$ cat src/rtl/col_pkg.sv
// Package: sizes shared by the collision detector.
// Assumes four sprite pairs and six bitplanes split evenly between two playfields.
package col_pkg;
    localparam int NUM_PLANES = 6;
    localparam int NUM_PAIRS  = 4;
    localparam int CTRL_W     = 16;
    localparam int STAT_W     = 16;
    localparam int PAIR_HITS  = NUM_PAIRS * (NUM_PAIRS - 1) / 2;
    localparam int HIT_W      = 1 + 2 * NUM_PAIRS + PAIR_HITS;
    localparam int PF_A_BASE  = 1;
    localparam int PF_B_BASE  = 1 + NUM_PAIRS;
    localparam int PAIR_BASE  = 1 + 2 * NUM_PAIRS;
    localparam int EN_BASE    = NUM_PLANES;
    localparam int ODD_BASE   = 2 * NUM_PLANES;

    // Position of the overlap flag for pairs i < j, counted from PAIR_BASE.
    function automatic int pair_slot(input int i, input int j, input int n);
        int acc;
        acc = 0;
        for (int k = 0; k < i; k++) acc += n - 1 - k;
        return acc + (j - i - 1);
    endfunction
endpackage

$ cat src/rtl/col_plane_match.sv
// Module: per-plane compare and playfield hit.
// Assumes even pixel-bit indices belong to playfield A and odd indices to playfield B.
module col_plane_match #(
    parameter int NP = 6
) (
    input  logic [NP-1:0] planes,
    input  logic [NP-1:0] match_val,
    input  logic [NP-1:0] match_en,
    output logic          pf_a_hit,
    output logic          pf_b_hit
);
    localparam int HALF = NP / 2;

    logic [NP-1:0]   plane_ok;
    logic [HALF-1:0] a_ok;
    logic [HALF-1:0] b_ok;

    genvar k;
    generate
        for (k = 0; k < NP; k++) begin : g_plane
            // A plane matches when it is excluded or equals its wanted value.
            assign plane_ok[k] = !match_en[k] || (planes[k] == match_val[k]);
        end
        for (k = 0; k < HALF; k++) begin : g_split
            assign a_ok[k] = plane_ok[2*k];
            assign b_ok[k] = plane_ok[2*k+1];
        end
    endgenerate

    // Playfield hit requires every one of its planes to match.
    always_comb begin
        pf_a_hit = &a_ok;
        pf_b_hit = &b_ok;
    end

    // with no planes taking part, both playfields must report a hit.
    always_comb begin
        if (match_en == '0) begin
            assert_no_en_hits_R2 : assert (pf_a_hit && pf_b_hit);
        end
    end
endmodule

$ cat src/rtl/col_pair_merge.sv
// Module: sprite pair presence.
// Assumes one even and one odd flag per pair; the odd one is gated by its enable.
module col_pair_merge #(
    parameter int NPAIR = 4
) (
    input  logic [NPAIR-1:0] even_in,
    input  logic [NPAIR-1:0] odd_in,
    input  logic [NPAIR-1:0] odd_en,
    output logic [NPAIR-1:0] present
);
    // A pair is present if its even sprite is, or its enabled odd sprite is.
    always_comb begin
        present = even_in | (odd_in & odd_en);
    end

    // an even sprite always makes its pair present.
    always_comb begin
        assert_even_counts_R4 : assert ((present & even_in) == even_in);
    end
endmodule

$ cat src/rtl/col_hit_map.sv
// Module: builds the per-pixel collision flag vector.
// Assumes the bit layout given by the package: bit 0, then the A and B rows, then the pair triangle.
module col_hit_map
    import col_pkg::*;
#(
    parameter int NPAIR = NUM_PAIRS
) (
    input  logic             pf_a_hit,
    input  logic             pf_b_hit,
    input  logic [NPAIR-1:0] pair_on,
    output logic [HIT_W-1:0] hits
);
    genvar i, j;
    generate
        // Playfield against playfield.
        assign hits[0] = pf_a_hit && pf_b_hit;
        for (i = 0; i < NPAIR; i++) begin : g_pf
            // Each playfield against pair i.
            assign hits[PF_A_BASE+i] = pf_a_hit && pair_on[i];
            assign hits[PF_B_BASE+i] = pf_b_hit && pair_on[i];
        end
        for (i = 0; i < NPAIR; i++) begin : g_row
            for (j = i + 1; j < NPAIR; j++) begin : g_col
                // Pair i against pair j.
                assign hits[PAIR_BASE+pair_slot(i, j, NPAIR)] = pair_on[i] && pair_on[j];
            end
        end
    endgenerate
endmodule

$ cat src/rtl/col_status_acc.sv
// Module: sticky status register with clear-on-read.
// Assumes a read and a new hit may arrive in the same cycle; the new hit is kept.
module col_status_acc #(
    parameter int W = 15
) (
    input  logic         clk,
    input  logic         rst_n,
    input  logic         pix_valid,
    input  logic [W-1:0] hits,
    input  logic         rd,
    output logic [W-1:0] stat_q
);
    logic [W-1:0] fresh;

    // Flags of this pixel, or none when the pixel is not valid.
    always_comb begin
        fresh = pix_valid ? hits : '0;
    end

    // Accumulate, or restart from this pixel's flags after a read.
    always_ff @(posedge clk) begin
        if (!rst_n) stat_q <= '0;
        else if (rd) stat_q <= fresh;
        else stat_q <= stat_q | fresh;
    end

    // without a read no set bit is ever lost.
    assert_sticky_R8 : assert property (@(posedge clk) disable iff (!rst_n)
        !rd |=> ((stat_q & $past(stat_q)) == $past(stat_q)));
    // a read with no valid pixel leaves an empty register.
    assert_read_clears_R9 : assert property (@(posedge clk) disable iff (!rst_n)
        (rd && !pix_valid) |=> (stat_q == '0));
    // no valid pixel and no read means no change.
    assert_idle_stable_R10 : assert property (@(posedge clk) disable iff (!rst_n)
        (!rd && !pix_valid) |=> $stable(stat_q));
endmodule

$ cat src/rtl/col_detect.sv
// Module: top of the collision detector.
// Holds the control word and wires the match, pair, map and status stages.
// Assumes control writes take effect on the pixel after the write.
module col_detect
    import col_pkg::*;
(
    input  logic                  clk,
    input  logic                  rst_n,
    input  logic                  ctrl_we,
    input  logic [CTRL_W-1:0]     ctrl_wdata,
    input  logic                  pix_valid,
    input  logic [NUM_PLANES-1:0] plane_bits,
    input  logic [NUM_PAIRS-1:0]  spr_even,
    input  logic [NUM_PAIRS-1:0]  spr_odd,
    input  logic                  stat_rd,
    output logic [STAT_W-1:0]     stat_rdata
);
    logic [CTRL_W-1:0] ctrl_q;
    logic              pf_a_hit;
    logic              pf_b_hit;
    logic [NUM_PAIRS-1:0] pair_on;
    logic [HIT_W-1:0]  hits;
    logic [HIT_W-1:0]  stat_q;

    // Control word register.
    always_ff @(posedge clk) begin
        if (!rst_n) ctrl_q <= '0;
        else if (ctrl_we) ctrl_q <= ctrl_wdata;
    end

    col_plane_match #(.NP(NUM_PLANES)) u_match (
        .planes    (plane_bits),
        .match_val (ctrl_q[NUM_PLANES-1:0]),
        .match_en  (ctrl_q[EN_BASE +: NUM_PLANES]),
        .pf_a_hit  (pf_a_hit),
        .pf_b_hit  (pf_b_hit)
    );

    col_pair_merge #(.NPAIR(NUM_PAIRS)) u_pairs (
        .even_in (spr_even),
        .odd_in  (spr_odd),
        .odd_en  (ctrl_q[ODD_BASE +: NUM_PAIRS]),
        .present (pair_on)
    );

    col_hit_map #(.NPAIR(NUM_PAIRS)) u_map (
        .pf_a_hit (pf_a_hit),
        .pf_b_hit (pf_b_hit),
        .pair_on  (pair_on),
        .hits     (hits)
    );

    col_status_acc #(.W(HIT_W)) u_acc (
        .clk       (clk),
        .rst_n     (rst_n),
        .pix_valid (pix_valid),
        .hits      (hits),
        .rd        (stat_rd),
        .stat_q    (stat_q)
    );

    // Pad the status out to the port width with zeros.
    always_comb begin
        stat_rdata = '0;
        stat_rdata[HIT_W-1:0] = stat_q;
    end

    // the top status bit never reads as 1.
    assert_top_bit_zero_R11 : assert property (@(posedge clk) disable iff (!rst_n)
        stat_rdata[STAT_W-1] == 1'b0);
    // one cycle after reset is released, status and control are both clear.
    assert_reset_clear_R1 : assert property (@(posedge clk)
        !rst_n |=> (stat_rdata == '0 && ctrl_q == '0));
endmodule

$ cat config.mk
export PLATFORM = sky130hd
export DESIGN_NAME = col_detect
export DESIGN_NICKNAME = d
export VERILOG_FILES = /design/src/rtl/col_pkg.sv /design/src/rtl/col_plane_match.sv /design/src/rtl/col_pair_merge.sv /design/src/rtl/col_hit_map.sv /design/src/rtl/col_status_acc.sv /design/src/rtl/col_detect.sv
export SDC_FILE = /design/constraint.sdc
export NUM_CORES = 1
export LEC_CHECK = 0
export ABC_AREA = 1
export BUFFER_PORTS_ARGS = -buffer_cell sky130_fd_sc_hd__buf_2
export CORE_MARGIN = 1.5
export CORE_UTILIZATION = 47
export CTS_CLUSTER_SIZE = 28
export DETAILED_ROUTE_END_ITERATION = 16
export GPL_TIMING_DRIVEN = 0
export MAX_ROUTING_LAYER = met4
export PLACE_DENSITY = 0.83
export SETUP_SLACK_MARGIN = 0.05
export SLEW_MARGIN = 30
export SYNTH_ARGS = -nofsm -noshare
export SYNTH_HDL_FRONTEND = slang
export SYNTH_SLANG_ARGS = --single-unit
$ cat constraint.sdc
create_clock -name clk -period 1.2 [get_ports clk]
set_input_delay 0.06 -clock clk [delete_from_list [all_inputs] [get_ports clk]]
set_output_delay 0.06 -clock clk [all_outputs]
set_load 0.03 [all_outputs]
==> out/qor.log, run 1 <==
INFO  run_status     run_status=completed
INFO  critical_path  worst_path_max_delay_cell=sky130_fd_sc_hd__dfxtp_1
INFO  clocking       clk_pin_slew_worst_paths=90ps
INFO  floorplan      rows=19
INFO  critical_path  timing.critical_path.slowest_cell_delay=320ps
INFO  critical_path  cp.arrival=1250ps
INFO  sta            fin_tns_setup=0ps
INFO  power_and_ir_drop p_clk_frac=0.254
INFO  sta            clock-skew-final=6.51ps
INFO  clocking       cts_sinks=31
INFO  floorplan      design.portCount=51
INFO  sta            setup_repair_after_global_routing_missed_its_margin=no
INFO  global_route   total_congestion_overflow_after_global_routing=0
INFO  critical_path  required_time_of_the_critical_path=1450ps
INFO  run            max_cap_violations=0
INFO  placed_design  io_buffer_count=49
INFO  sta            hold_violations=0
INFO  floorplan      die_h=56.0microns
INFO  floorplan      placeableCoreArea=2710squm
INFO  logic_synthesis synthCells=175
INFO  power_and_ir_drop peakVddDrop=0.859mV
INFO  drt            drc=0
INFO  critical_path  critical_path.max_fanout=5
INFO  global_route   grt_start_max_net_pins=11
INFO  power_and_ir_drop power.static_leakage=0.857nW
INFO  sta            maxSlewViolCount=0
INFO  floorplan      die_w=56.0microns
INFO  critical_path  timing.critical_path.to_type=flip-flop
INFO  global_route   antenna_violations_before_repair=0
INFO  drt            route.detailed.vias_per_inst=4.83
INFO  cells_and_area design.final.nets=277
INFO  critical_path  worstPathCellList=inv_1, nand2_1, nand3_2, nand2_2, nor2_4, nand2_1, a21oi_1
INFO  logic_synthesis synth_warnings=0
INFO  placed_design  placed_area=1600squm
INFO  clocking       cts_tree=done
INFO  power_and_ir_drop power_per_cell_area=1180nW/um^2
INFO  drt            avgRoutedWirePerCell=11.3microns
INFO  sta            portion_of_the_clock_cycle_consumed_by_the_worst_path_in_the_final_layout=0.837
INFO  critical_path  cpLargestDelayFamily=simple AND/OR/NAND/NOR gates
INFO  floorplan      die-area=3130squm
INFO  sta            max_freq=995MHz
INFO  power_and_ir_drop power.internal=0.00147W
INFO  global_route   grt_usage=0.216
INFO  logic_synthesis mappedNetlistArea=1320squm
INFO  clocking       maximum_level_of_the_cts_h_tree=2
INFO  clocking       ctsResizeCount=0
INFO  logic_synthesis yosys_register_bits=31
INFO  critical_path  cp_num_buf_inv=1
INFO  critical_path  critical_path.most_common_cell=sky130_fd_sc_hd__nand2_1
INFO  power_and_ir_drop netSwitchingFraction=0.290
INFO  cells_and_area area_growth=33.0%
INFO  drt            routed-via-count=1315
INFO  sta            setup_viol_count_final=0
INFO  drt            antenna_violating_nets_remaining=0
INFO  logic_synthesis avgSynthCellArea=7.54squm
INFO  global_route   gr-usage-met1=0.251
INFO  floorplan      start_util=0.487
INFO  power_and_ir_drop share_seq_of_total_power=0.546
INFO  logic_synthesis ys_types=19
INFO  cells_and_area diodes=0
INFO  cells_and_area layout_commonest_cell=sky130_fd_sc_hd__buf_2
INFO  cells_and_area area_of_all_placed_cells_without_fillers=1750squm
INFO  global_route   grt_most_used_layer=met2
INFO  critical_path  worst_setup_sp_type=flip-flop
INFO  cells_and_area commonest_non_fill_non_tap_cells_in_the_layout=sky130_fd_sc_hd__buf_2, sky130_fd_sc_hd__nand2_1, sky130_fd_sc_hd__dfxtp_1, sky130_fd_sc_hd__nor2_1, sky130_fd_sc_hd__a21oi_1
INFO  power_and_ir_drop p_sw=0.000601W
INFO  cells_and_area final-instance-count-excl-fill=272
INFO  placed_design  dpl.hpwl=2.16mm
INFO  sta            period_minus_slack=1000ps
INFO  placed_design  dp.cells=255
INFO  global_route   globalRouteMet2Util=0.355
INFO  clocking       root_buffer=sky130_fd_sc_hd__clkbuf_4
INFO  logic_synthesis synth-seq-area-share=0.471
INFO  power_and_ir_drop share_comb_of_total_power=0.200
INFO  clocking       cts_buffers=5
INFO  global_route   grt_pass1_vias=1211
INFO  drt            drt_pass1_iterations=4
INFO  global_route   grt_first_pass_wirelength=5.06mm
INFO  clocking       clk-insertion-delay-late=320ps
INFO  placed_design  routabilityCongestion=0.705
INFO  drt            routed_wirelength=3.08mm
INFO  global_route   grtUsageMet3=0.0674
INFO  cells_and_area layout-drive-gt1-share=0.324
INFO  hold_path      hp-class=in2reg
INFO  logic_synthesis postSynthNetCount=210
INFO  drt            detail_route.iter0.violations=50
INFO  clocking       clockBufferDepth=2
INFO  critical_path  criticalPathCategory=reg2reg
INFO  cells_and_area num-fill-cells=259
==> flip-flops by register name (all words and copies together) (netlist names) <==
name          count
ctrl_q           16
u_acc.stat_q     15
==> timing repair <==
item                      in CTS  in global routing
buffers inserted               0                  0
hold buffers                  11                  0
hold endpoints to repair      11                  0
==> cells by family after synthesis <==
logic type	share of synthesized area
AOI/OAI and AO/OA	0.164
buffers and inverters	0.0835
DFF	0.471
other	0.00284
and+or+nand+nor	0.279
==> through the flow <==
stage          setup slack (ps)  utilization  power [W]  hold WS [ps]
3_3_place_gp                269        0.591    0.00153           281
5_1_grt                     128        0.647    0.00219          5.68
6_report                    195        0.647    0.00207          20.7
2_1_floorplan               343            -    0.00141           195
3_5_place_dp                210        0.591    0.00154           292
4_1_cts                     193        0.647    0.00209          6.21
==> cells in the mapped netlist <==
master | count | area [sq um]
sky130_fd_sc_hd__a21oi_1 | 21 | 105
sky130_fd_sc_hd__a21oi_2 | 3 | 26.3
sky130_fd_sc_hd__nand4_1 | 3 | 18.8
sky130_fd_sc_hd__buf_2 | 4 | 20.0
sky130_fd_sc_hd__buf_6 | 1 | 11.3
sky130_fd_sc_hd__nor2_2 | 1 | 6.26
sky130_fd_sc_hd__nand3_2 | 7 | 70.1
sky130_fd_sc_hd__dfxtp_1 | 31 | 621
sky130_fd_sc_hd__nand2_1 | 37 | 139
sky130_fd_sc_hd__o21ai_1 | 1 | 5.00
sky130_fd_sc_hd__conb_1 | 1 | 3.75
sky130_fd_sc_hd__nor2_4 | 3 | 33.8
sky130_fd_sc_hd__clkbuf_1 | 1 | 3.75
sky130_fd_sc_hd__inv_1 | 15 | 56.3
sky130_fd_sc_hd__inv_2 | 3 | 11.3
sky130_fd_sc_hd__o21ai_0 | 16 | 80.1
sky130_fd_sc_hd__nand2_2 | 1 | 6.26
sky130_fd_sc_hd__buf_4 | 1 | 7.51
sky130_fd_sc_hd__nor2_1 | 25 | 93.8
==> layout make-up <==
| class | instances | area (sq um) | share of cell area |
|---|---|---|---|
| Sequential cell | 31 | 621 | 0.354 |
| Multi-Input combinational cell | 119 | 588 | 0.335 |
| Timing Repair Buffer | 60 | 355 | 0.203 |
| Inverter | 18 | 67.6 | 0.0385 |
| Buffer | 7 | 42.5 | 0.0243 |
| Clock buffer | 6 | 41.3 | 0.0235 |
| Tap cell | 31 | 38.8 | 0.0221 |
==> worst reg2reg max path: stages, from the launching register on <==
cell and delay [ps]:
sky130_fd_sc_hd__dfxtp_1 320, sky130_fd_sc_hd__inv_1 80, sky130_fd_sc_hd__nand2_1 70, sky130_fd_sc_hd__nand3_2 60
sky130_fd_sc_hd__nand2_2 60, sky130_fd_sc_hd__nor2_4 140, sky130_fd_sc_hd__nand2_1 70, sky130_fd_sc_hd__a21oi_1 140
==> path summary, 6_finish.rpt <==
check / depth (start not counted) / slack, ps / startpoint / to
worst max-delay path: 7 / 200 / ctrl_q[4]$_SDFFE_PN0P_ / u_acc.stat_q[2]$_SDFF_PN0_
worst min-delay path: 3 / 20 / pix_valid / u_acc.stat_q[1]$_SDFF_PN0_
worst max register to register: 7 / 200 / ctrl_q[4]$_SDFFE_PN0P_ / u_acc.stat_q[2]$_SDFF_PN0_
worst min register to register: 2 / 460 / u_acc.stat_q[9]$_SDFF_PN0_ / u_acc.stat_q[9]$_SDFF_PN0_
==> routing by layer <==
metal | vias to the layer above | share of wire
met3 | 6 | 0.060
met4 | 0 | 0.015
li1 | 690 | -
met5 | - | 0
met2 | 45 | 0.49
met1 | 574 | 0.43
==> power by group through the flow <==
stage	clock [W]	combinational (W)	sequential, W
4_1_cts	0.000540	0.000413	0.00113
3_3_place_gp	0	0.000378	0.00115
5_1_grt	0.000590	0.000457	0.00114
3_5_place_dp	0	0.000386	0.00116
6_report	0.000525	0.000415	0.00113
2_1_floorplan	0	0.000194	0.00121
No activity file was read; power rests on OpenSTA's default activity.
==> run 2, diff against run 1 <==
--- a/config.mk
+++ b/config.mk
@@ -5,15 +5,15 @@
 export SDC_FILE = /design/constraint.sdc
 export NUM_CORES = 1
 export LEC_CHECK = 0
-export ABC_AREA = 1
+export ABC_AREA = 0
 export BUFFER_PORTS_ARGS = -buffer_cell sky130_fd_sc_hd__buf_2
 export CORE_MARGIN = 1.5
-export CORE_UTILIZATION = 47
+export CORE_UTILIZATION = 42
 export CTS_CLUSTER_SIZE = 28
 export DETAILED_ROUTE_END_ITERATION = 16
 export GPL_TIMING_DRIVEN = 0
 export MAX_ROUTING_LAYER = met4
-export PLACE_DENSITY = 0.83
+export PLACE_DENSITY = 0.8
 export SETUP_SLACK_MARGIN = 0.05
 export SLEW_MARGIN = 30
 export SYNTH_ARGS = -nofsm -noshare
==> constraint.sdc (replaced) <==
create_clock -name clk -period 0.9 [get_ports clk]
set_input_delay 0.045 -clock clk [delete_from_list [all_inputs] [get_ports clk]]
set_output_delay 0.045 -clock clk [all_outputs]
set_load 0.03 [all_outputs]
==> out/qor.log, run 2 <==
INFO  cells_and_area top_regs=ctrl_q (16), u_acc.stat_q (15) [unchanged]
INFO  critical_path  worst_path_max_delay_cell=sky130_fd_sc_hd__dfxtp_2 [was sky130_fd_sc_hd__dfxtp_1]
INFO  cells_and_area layout-drive-gt1-share=0.495 [was 0.324]
INFO  logic_synthesis synth_flop_cell=sky130_fd_sc_hd__dfxtp_1 [unchanged]
INFO  placed_design  io_buffer_count=47 [was 49]
INFO  critical_path  required_time_of_the_critical_path=1160ps [was 1450 ps]
INFO  logic_synthesis synth.area.mux_share=0.127 [was 0]
INFO  drt            routed_wirelength=3.28mm [was 3.08 mm]
INFO  power_and_ir_drop power_per_cell_area=1610nW/um^2 [was 1180 nW/um^2]
INFO  sta            setup_viol_count_final=15 [was 0]
INFO  critical_path  cp.arrival=1550ps [was 1250 ps]
INFO  sta            max_freq=778MHz [was 995 MHz]
INFO  floorplan      die-area=3330squm [was 3130 sq um]
INFO  clocking       clockBufferDepth=2 [unchanged]
INFO  global_route   grt_start_max_net_pins=12 [was 11]
INFO  floorplan      start_util=0.448 [was 0.487]
INFO  logic_synthesis synth-async-reset-ratio=0 [unchanged]
INFO  logic_synthesis synth_top_cell_by_area=sky130_fd_sc_hd__dfxtp_1 [unchanged]
INFO  run            max_cap_violations=0 [unchanged]
INFO  sta            maxSlewViolCount=0 [unchanged]
INFO  logic_synthesis synth_warnings=0 [unchanged]
INFO  critical_path  worst_setup_sp_type=flip-flop [unchanged]
INFO  placed_design  routabilityCongestion=0.778 [was 0.705]
INFO  logic_synthesis synth_xor_xnor_area_share=0.0418 [was 0]
INFO  critical_path  critical_path.max_fanout=5 [unchanged]
INFO  hold_path      hp-class=in2reg [unchanged]
INFO  clocking       root_buffer=sky130_fd_sc_hd__clkbuf_4 [unchanged]
INFO  critical_path  cpLargestDelayFamily=compound AO/OA/AOI/OAI gates [was simple AND/OR/NAND/NOR gates]
INFO  logic_synthesis combinational_family_with_the_most_area_after_synthesis=simple AND/OR/NAND/NOR gates [unchanged]
INFO  global_route   grt_pass1_vias=1216 [was 1211]
INFO  critical_path  timing.critical_path.slowest_cell_delay=340ps [was 320 ps]
INFO  logic_synthesis yosysTopAreaCellShare=0.494 [was 0.471]
INFO  critical_path  worstPathCellList=xor2_1, a222oi_1, buf_4, nand3_1, a21boi_1 [was inv_1, nand2_1, nand3_2, nand2_2, nor2_4, nand2_1, a21oi_1]
INFO  cells_and_area final-instance-count-excl-fill=237 [was 272]
INFO  logic_synthesis simple_gate_share_of_the_synthesized_area=0.183 [was 0.279]
INFO  clocking       clk_pin_slew_worst_paths=100ps [was 90 ps]
INFO  logic_synthesis ys_types=22 [was 19]
INFO  sta            fin_tns_setup=-2670ps [was 0 ps]
INFO  sta            period_minus_slack=1290ps [was 1000 ps]
INFO  clocking       cts_sinks=31 [unchanged]
INFO  logic_synthesis synth-seq-area-share=0.494 [was 0.471]
INFO  cells_and_area design.final.nets=240 [was 277]
INFO  power_and_ir_drop power.static_leakage=0.935nW [was 0.857 nW]
INFO  floorplan      rows=19 [unchanged]
INFO  cells_and_area area_growth=61.3% [was 33.0%]
INFO  logic_synthesis synth_commonest_cells=sky130_fd_sc_hd__dfxtp_1, sky130_fd_sc_hd__nor2b_1, sky130_fd_sc_hd__mux2i_1 [was sky130_fd_sc_hd__nand2_1, sky130_fd_sc_hd__dfxtp_1, sky130_fd_sc_hd__nor2_1]
INFO  floorplan      placeableCoreArea=2810squm [was 2710 sq um]
INFO  clocking       cts_buffers=5 [unchanged]
INFO  cells_and_area largest_reg_flops=16 [unchanged]
INFO  global_route   grt_usage=0.216 [about the same]
INFO  sta            portion_of_the_clock_cycle_consumed_by_the_worst_path_in_the_final_layout=1.43 [was 0.837]
INFO  drt            drc=2 [was 0]
INFO  placed_design  dpl.hpwl=2.13mm [was 2.16 mm]
INFO  drt            drt_pass1_iterations=10 [was 4]
INFO  logic_synthesis synth_area_leaders=sky130_fd_sc_hd__dfxtp_1, sky130_fd_sc_hd__mux2i_1, sky130_fd_sc_hd__nor2b_1 [was sky130_fd_sc_hd__dfxtp_1, sky130_fd_sc_hd__nand2_1, sky130_fd_sc_hd__a21oi_1]
INFO  cells_and_area max_flop_register=ctrl_q [unchanged]
INFO  cells_and_area commonest_non_fill_non_tap_cells_in_the_layout=sky130_fd_sc_hd__buf_2, sky130_fd_sc_hd__dfxtp_2, sky130_fd_sc_hd__nor2b_1, sky130_fd_sc_hd__mux2i_1, sky130_fd_sc_hd__buf_6 [was sky130_fd_sc_hd__buf_2, sky130_fd_sc_hd__nand2_1, sky130_fd_sc_hd__dfxtp_1, sky130_fd_sc_hd__nor2_1, sky130_fd_sc_hd__a21oi_1]
INFO  cells_and_area diodes=0 [unchanged]
INFO  clocking       clk-insertion-delay-late=340ps [was 320 ps]
INFO  global_route   antenna_violations_before_repair=0 [unchanged]
INFO  critical_path  cp_num_buf_inv=1 [unchanged]
INFO  drt            route.detailed.vias_per_inst=4.96 [was 4.83]
INFO  global_route   grt_first_pass_wirelength=5.14mm [was 5.06 mm]
INFO  logic_synthesis synth-adder-area-share=0 [unchanged]
INFO  logic_synthesis postSynthNetCount=160 [was 210]
INFO  sta            clock-skew-final=12.0ps [was 6.51 ps]
INFO  sta            hold_violations=0 [unchanged]
INFO  clocking       cts_tree=done [unchanged]
INFO  drt            antenna_violating_nets_remaining=0 [unchanged]
INFO  floorplan      die_w=57.7microns [was 56.0 microns]
INFO  logic_synthesis yosys_register_bits=31 [unchanged]
INFO  logic_synthesis mappedNetlistArea=1260squm [was 1320 sq um]
INFO  logic_synthesis number_of_enable_flip_flop_cells_after_synthesis=0 [unchanged]
INFO  placed_design  dp.cells=203 [was 255]
INFO  cells_and_area layout_commonest_cell=sky130_fd_sc_hd__buf_2 [unchanged]
INFO  critical_path  criticalPathCategory=reg2reg [unchanged]
INFO  logic_synthesis avgSynthCellArea=10.0squm [was 7.54 sq um]
INFO  sta            layout_setup_ws=-386ps [was 195 ps]
INFO  drt            avgRoutedWirePerCell=13.8microns [was 11.3 microns]
INFO  clocking       maximum_level_of_the_cts_h_tree=2 [unchanged]
INFO  run_status     run_status=finished with violations [was completed]
INFO  logic_synthesis synth-compound-area-share=0.125 [was 0.164]
INFO  floorplan      design.portCount=51 [unchanged]
INFO  run_status     violations_in_the_final_reports=design-rule violations, negative setup slack
INFO  sta            setup_repair_after_global_routing_missed_its_margin=yes [was no]
INFO  global_route   total_congestion_overflow_after_global_routing=0 [unchanged]
INFO  logic_synthesis synthCells=125 [was 175]
INFO  critical_path  timing.critical_path.to_type=flip-flop [unchanged]
INFO  floorplan      die_h=57.7microns [was 56.0 microns]
INFO  drt            routed-via-count=1176 [was 1315]
INFO  logic_synthesis yosys.cell_count.top_type=sky130_fd_sc_hd__dfxtp_1 [was sky130_fd_sc_hd__nand2_1]
INFO  drt            detail_route.iter0.violations=29 [was 50]
INFO  power_and_ir_drop peakVddDrop=1.30mV [was 0.859 mV]
==> run 2: layer usage <==
metal | track usage | wire [microns] | vias to the layer above
met5 | - | 0 | -
met1 | 0.209 | 1240 | 542
met4 | 0.133 | 110 | 0
met2 | 0.381 | 1780 | 35
met3 | 0.0558 | 158 | 15
li1 | - | - | 584
==> run 2: kinds of logic after synthesis <==
| group | count (synthesis) |
|---|---|
| DFF | 31 |
| muxes | 16 |
| AOI/OAI and AO/OA | 22 |
| xor gates and xnor gates | 6 |
| buffers and inverters | 7 |
| and+or+nand+nor | 42 |
| other | 1 |
==> run 2: tightest hold or removal path, cell delays in order <==
cell and delay (ps):
sky130_fd_sc_hd__buf_2 80, sky130_fd_sc_hd__mux2i_1 70, sky130_fd_sc_hd__nor2b_1 110
==> run 2: per-stage QoR <==
stage	area [sq um]	total power, W	utilization	worst slack [ps]	hold WS (ps)
after floorplan	1280	0.00184	-	-375	178
after global placement	1550	0.00200	0.554	-590	303
after detailed placement	1550	0.00202	0.554	-604	311
after CTS	1950	0.00322	0.696	-339	7.34
after global routing	2030	0.00340	0.722	-513	2.96
final	2030	0.00326	0.722	-386	1.16
==> run 2: what timing repair did <==
item,CTS,global route
setup endpoints to repair,30,30
pin swaps,4,5
buffers inserted,8,4
endpoints found under the hold margin,13,1
resized for setup,47,9
hold buffers,13,1
==> run 2: path summary, 6_finish.rpt <==
kind	startpoint	to	slack, ps	cells past startpoint
max	ctrl_q[1]$_SDFFE_PN0P_	u_acc.stat_q[8]$_SDFF_PN0_	-390	5
min reg2reg	u_acc.stat_q[3]$_SDFF_PN0_	u_acc.stat_q[3]$_SDFF_PN0_	460	2
max reg2reg	ctrl_q[1]$_SDFFE_PN0P_	u_acc.stat_q[8]$_SDFF_PN0_	-390	5
min	ctrl_wdata[14]	ctrl_q[14]$_SDFFE_PN0P_	1	3
==> run 2: power by group <==
group | internal [W] | switching [W]
combinational | 0.000348 | 0.000313
sequential | 0.00147 | 0.0000593
clock | 0.000584 | 0.000488
==> run 2: cell type report <==
cell class	instances	area (sq um)
buffer	6	31.3
clock buffer	5	37.5
clock inverter	3	43.8
fill	196	779
inverter	1	3.75
multi-input combinational	87	666
sequential	31	646
tap	31	38.8
timing repair buffer	73	559
==> run 3, diff against run 2 <==
--- a/config.mk
+++ b/config.mk
@@ -8,12 +8,13 @@
 export ABC_AREA = 0
 export BUFFER_PORTS_ARGS = -buffer_cell sky130_fd_sc_hd__buf_2
 export CORE_MARGIN = 1.5
-export CORE_UTILIZATION = 42
+export CORE_UTILIZATION = 47
+export CTS_BUF_LIST = sky130_fd_sc_hd__clkbuf_16
 export CTS_CLUSTER_SIZE = 28
 export DETAILED_ROUTE_END_ITERATION = 16
 export GPL_TIMING_DRIVEN = 0
 export MAX_ROUTING_LAYER = met4
-export PLACE_DENSITY = 0.8
+export PLACE_DENSITY = 0.84
 export SETUP_SLACK_MARGIN = 0.05
 export SLEW_MARGIN = 30
 export SYNTH_ARGS = -nofsm -noshare
==> constraint.sdc (replaced) <==
create_clock -name clk -period 1.45 [get_ports clk]
set_input_delay 0.0725 -clock clk [delete_from_list [all_inputs] [get_ports clk]]
set_output_delay 0.0725 -clock clk [all_outputs]
set_load 0.03 [all_outputs]
==> out/qor.log, run 3 (synthesized netlist as in run 2, its figures left out) <==
INFO  run_status     run_status=completed [was finished with violations]
INFO  power_and_ir_drop p_clk_frac=0.439 [was 0.329]
INFO  cells_and_area layout-drive-gt1-share=0.309 [was 0.495]
INFO  power_and_ir_drop p_sw=0.000535W [was 0.000860 W]
INFO  sta            clock-skew-final=6.30ps [was 12.0 ps]
INFO  sta            portion_of_the_clock_cycle_consumed_by_the_worst_path_in_the_final_layout=0.901 [was 1.43]
INFO  drt            route.detailed.vias_per_inst=4.87 [was 4.96]
INFO  critical_path  criticalPathCategory=reg2reg [unchanged]
INFO  drt            antenna_violating_nets_remaining=0 [unchanged]
INFO  power_and_ir_drop netSwitchingFraction=0.245 [was 0.264]
INFO  cells_and_area final_util=0.669 [was 0.722]
INFO  global_route   grt_pass1_vias=994 [was 1216]
INFO  critical_path  worstPathCellList=xor2_1, a222oi_1, buf_4, nand3_1, a21boi_1 [unchanged]
INFO  global_route   total_congestion_overflow_after_global_routing=0 [unchanged]
INFO  critical_path  worst_setup_sp_type=flip-flop [unchanged]
INFO  hold_path      hp-class=in2reg [unchanged]
INFO  sta            fin_tns_setup=0ps [was -2670 ps]
INFO  cells_and_area diodes=0 [unchanged]
INFO  drt            routed-via-count=1028 [was 1176]
INFO  critical_path  worst_path_max_delay_cell=sky130_fd_sc_hd__a222oi_1 [was sky130_fd_sc_hd__dfxtp_2]
INFO  sta            hold-worst-slack=58.0ps [was 1.16 ps]
INFO  global_route   grt_first_pass_wirelength=4.30mm [was 5.14 mm]
INFO  drt            detail_route.iter0.violations=13 [was 29]
INFO  clocking       clk_pin_slew_worst_paths=50ps [was 100 ps]
INFO  cells_and_area num-fill-cells=209 [was 196]
INFO  cells_and_area top_regs=ctrl_q (16), u_acc.stat_q (15) [unchanged]
INFO  cells_and_area design.final.nets=215 [was 240]
INFO  sta            period_minus_slack=1310ps [was 1290 ps]
INFO  floorplan      die-area=2990squm [was 3330 sq um]
INFO  clocking       cts_buffers=5 [unchanged]
INFO  run            max_cap_violations=0 [unchanged]
INFO  global_route   antenna_violations_before_repair=0 [unchanged]
INFO  power_and_ir_drop power.internal=0.00165W [was 0.00240 W]
INFO  power_and_ir_drop share_comb_of_total_power=0.133 [was 0.203]
INFO  cells_and_area max_flop_register=ctrl_q [unchanged]
INFO  drt            drc=0 [was 2]
INFO  critical_path  cp_num_buf_inv=1 [unchanged]
INFO  sta            setup_repair_after_global_routing_missed_its_margin=yes [unchanged]
INFO  clocking       maximum_level_of_the_cts_h_tree=2 [unchanged]
INFO  power_and_ir_drop peakVddDrop=1.28mV [was 1.30 mV]
INFO  floorplan      start_util=0.503 [was 0.448]
INFO  power_and_ir_drop power.static_leakage=0.809nW [was 0.935 nW]
INFO  cells_and_area area_growth=33.2% [was 61.3%]
INFO  clocking       clockBufferDepth=2 [unchanged]
INFO  clocking       cts_sinks=31 [unchanged]
INFO  floorplan      design.portCount=51 [unchanged]
INFO  clocking       cts_tree=done [unchanged]
INFO  floorplan      rows=18 [was 19]
INFO  critical_path  required_time_of_the_critical_path=1660ps [was 1160 ps]
INFO  drt            avgRoutedWirePerCell=12.5microns [was 13.8 microns]
INFO  floorplan      die_h=54.7microns [was 57.7 microns]
INFO  clocking       root_buffer=sky130_fd_sc_hd__clkbuf_16 [was sky130_fd_sc_hd__clkbuf_4]
INFO  floorplan      placeableCoreArea=2500squm [was 2810 sq um]
INFO  placed_design  io_buffer_count=47 [unchanged]
INFO  drt            routed_wirelength=2.64mm [was 3.28 mm]
INFO  floorplan      die_w=54.7microns [was 57.7 microns]
INFO  global_route   grt_usage=0.216 [about the same]
INFO  sta            maxSlewViolCount=0 [unchanged]
INFO  critical_path  cpLargestDelayFamily=compound AO/OA/AOI/OAI gates [unchanged]
INFO  cells_and_area layout_commonest_cell=sky130_fd_sc_hd__buf_2 [unchanged]
INFO  critical_path  critical_path.max_fanout=5 [unchanged]
INFO  critical_path  register_to_register_setup_slack=140ps [was -390 ps]
INFO  sta            setup_viol_count_final=0 [was 15]
INFO  sta            hold_violations=0 [unchanged]
INFO  placed_design  pre_cts_ws=-80.9ps [was -604 ps]
INFO  critical_path  timing.critical_path.slowest_cell_delay=380ps [was 340 ps]
INFO  clocking       clk-insertion-delay-late=280ps [was 340 ps]
INFO  placed_design  routabilityCongestion=0.698 [was 0.778]
INFO  global_route   grt_start_max_net_pins=11 [was 12]
INFO  sta            layout_setup_ws=143ps [was -386 ps]
INFO  sta            max_freq=765MHz [was 778 MHz]
INFO  cells_and_area largest_reg_flops=16 [unchanged]
INFO  cells_and_area commonest_non_fill_non_tap_cells_in_the_layout=sky130_fd_sc_hd__buf_2, sky130_fd_sc_hd__dfxtp_1, sky130_fd_sc_hd__nor2b_1, sky130_fd_sc_hd__mux2i_1, sky130_fd_sc_hd__nand2_1 [was sky130_fd_sc_hd__buf_2, sky130_fd_sc_hd__dfxtp_2, sky130_fd_sc_hd__nor2b_1, sky130_fd_sc_hd__mux2i_1, sky130_fd_sc_hd__buf_6]
INFO  critical_path  cp.arrival=1510ps [was 1550 ps]
INFO  placed_design  dpl.hpwl=2.02mm [was 2.13 mm]
INFO  drt            drt_pass1_iterations=4 [was 10]
INFO  critical_path  timing.critical_path.to_type=flip-flop [unchanged]
INFO  power_and_ir_drop power_per_cell_area=1310nW/um^2 [was 1610 nW/um^2]
INFO  power_and_ir_drop share_seq_of_total_power=0.428 [was 0.468]
INFO  clocking       hold_buffers=0 [was 13]
==> run 3: tightest hold or removal path, stage by stage <==
cell and delay [ps]:
sky130_fd_sc_hd__buf_2 70, sky130_fd_sc_hd__mux2i_1 50, sky130_fd_sc_hd__nor2b_1 100
==> run 3: final timing paths <==
check,startpoint,end,cells past startpoint
setup / recovery,ctrl_q[1]$_SDFFE_PN0P_,u_acc.stat_q[8]$_SDFF_PN0_,5
hold / removal,ctrl_wdata[0],ctrl_q[0]$_SDFFE_PN0P_,3
setup reg to reg,ctrl_q[1]$_SDFFE_PN0P_,u_acc.stat_q[8]$_SDFF_PN0_,5
hold reg to reg,u_acc.stat_q[4]$_SDFF_PN0_,u_acc.stat_q[4]$_SDFF_PN0_,2
==> run 3: power by group through the flow <==
stage / clock (W) / combinational (W) / sequential, W
CTS: 0.000973 / 0.000293 / 0.000935
detailed placement: 0 / 0.000287 / 0.000952
global placement: 0 / 0.000278 / 0.000949
floorplan: 0 / 0.000133 / 0.000999
global route: 0.00103 / 0.000321 / 0.000940
finish: 0.000959 / 0.000292 / 0.000935
==> run 3: layout make-up <==
| cell class | count | area [sq um] | area share |
|---|---|---|---|
| inverters | 1 | 3.75 | 0.00224 |
| multi-input cells | 87 | 603 | 0.361 |
| flip-flops and latches | 31 | 621 | 0.371 |
| plain buffers | 6 | 28.8 | 0.0172 |
| clock inverters | 3 | 11.3 | 0.00673 |
| clock buffers | 5 | 125 | 0.0748 |
| repair buffers | 48 | 243 | 0.145 |
| well taps | 30 | 37.5 | 0.0224 |
==> run 3: what timing repair did <==
item / 4_1_cts / 5_1_grt
hold endpoints to repair: 0 / 0
gates resized for setup: 0 / 2
setup buffers: 1 / 0
pin swaps: 1 / 1
endpoints found under the setup margin: 5 / 2
==> run 3: routing by layer <==
metal  global-route usage  wire [microns]  up-vias
met4                0.100              58        0
met5                    -               0        -
li1                     -               -      534
met2                0.323            1250       32
met1                0.261            1160      455
met3               0.0710             169        7
==> run 3: through the flow <==
step	total power (W)	cells	area [sq um]
floorplan	0.00113	125	1260
detailed placement	0.00124	202	1530
global placement	0.00123	202	1530
global route	0.00229	211	1670
finish	0.00219	211	1670
CTS	0.00220	211	1670
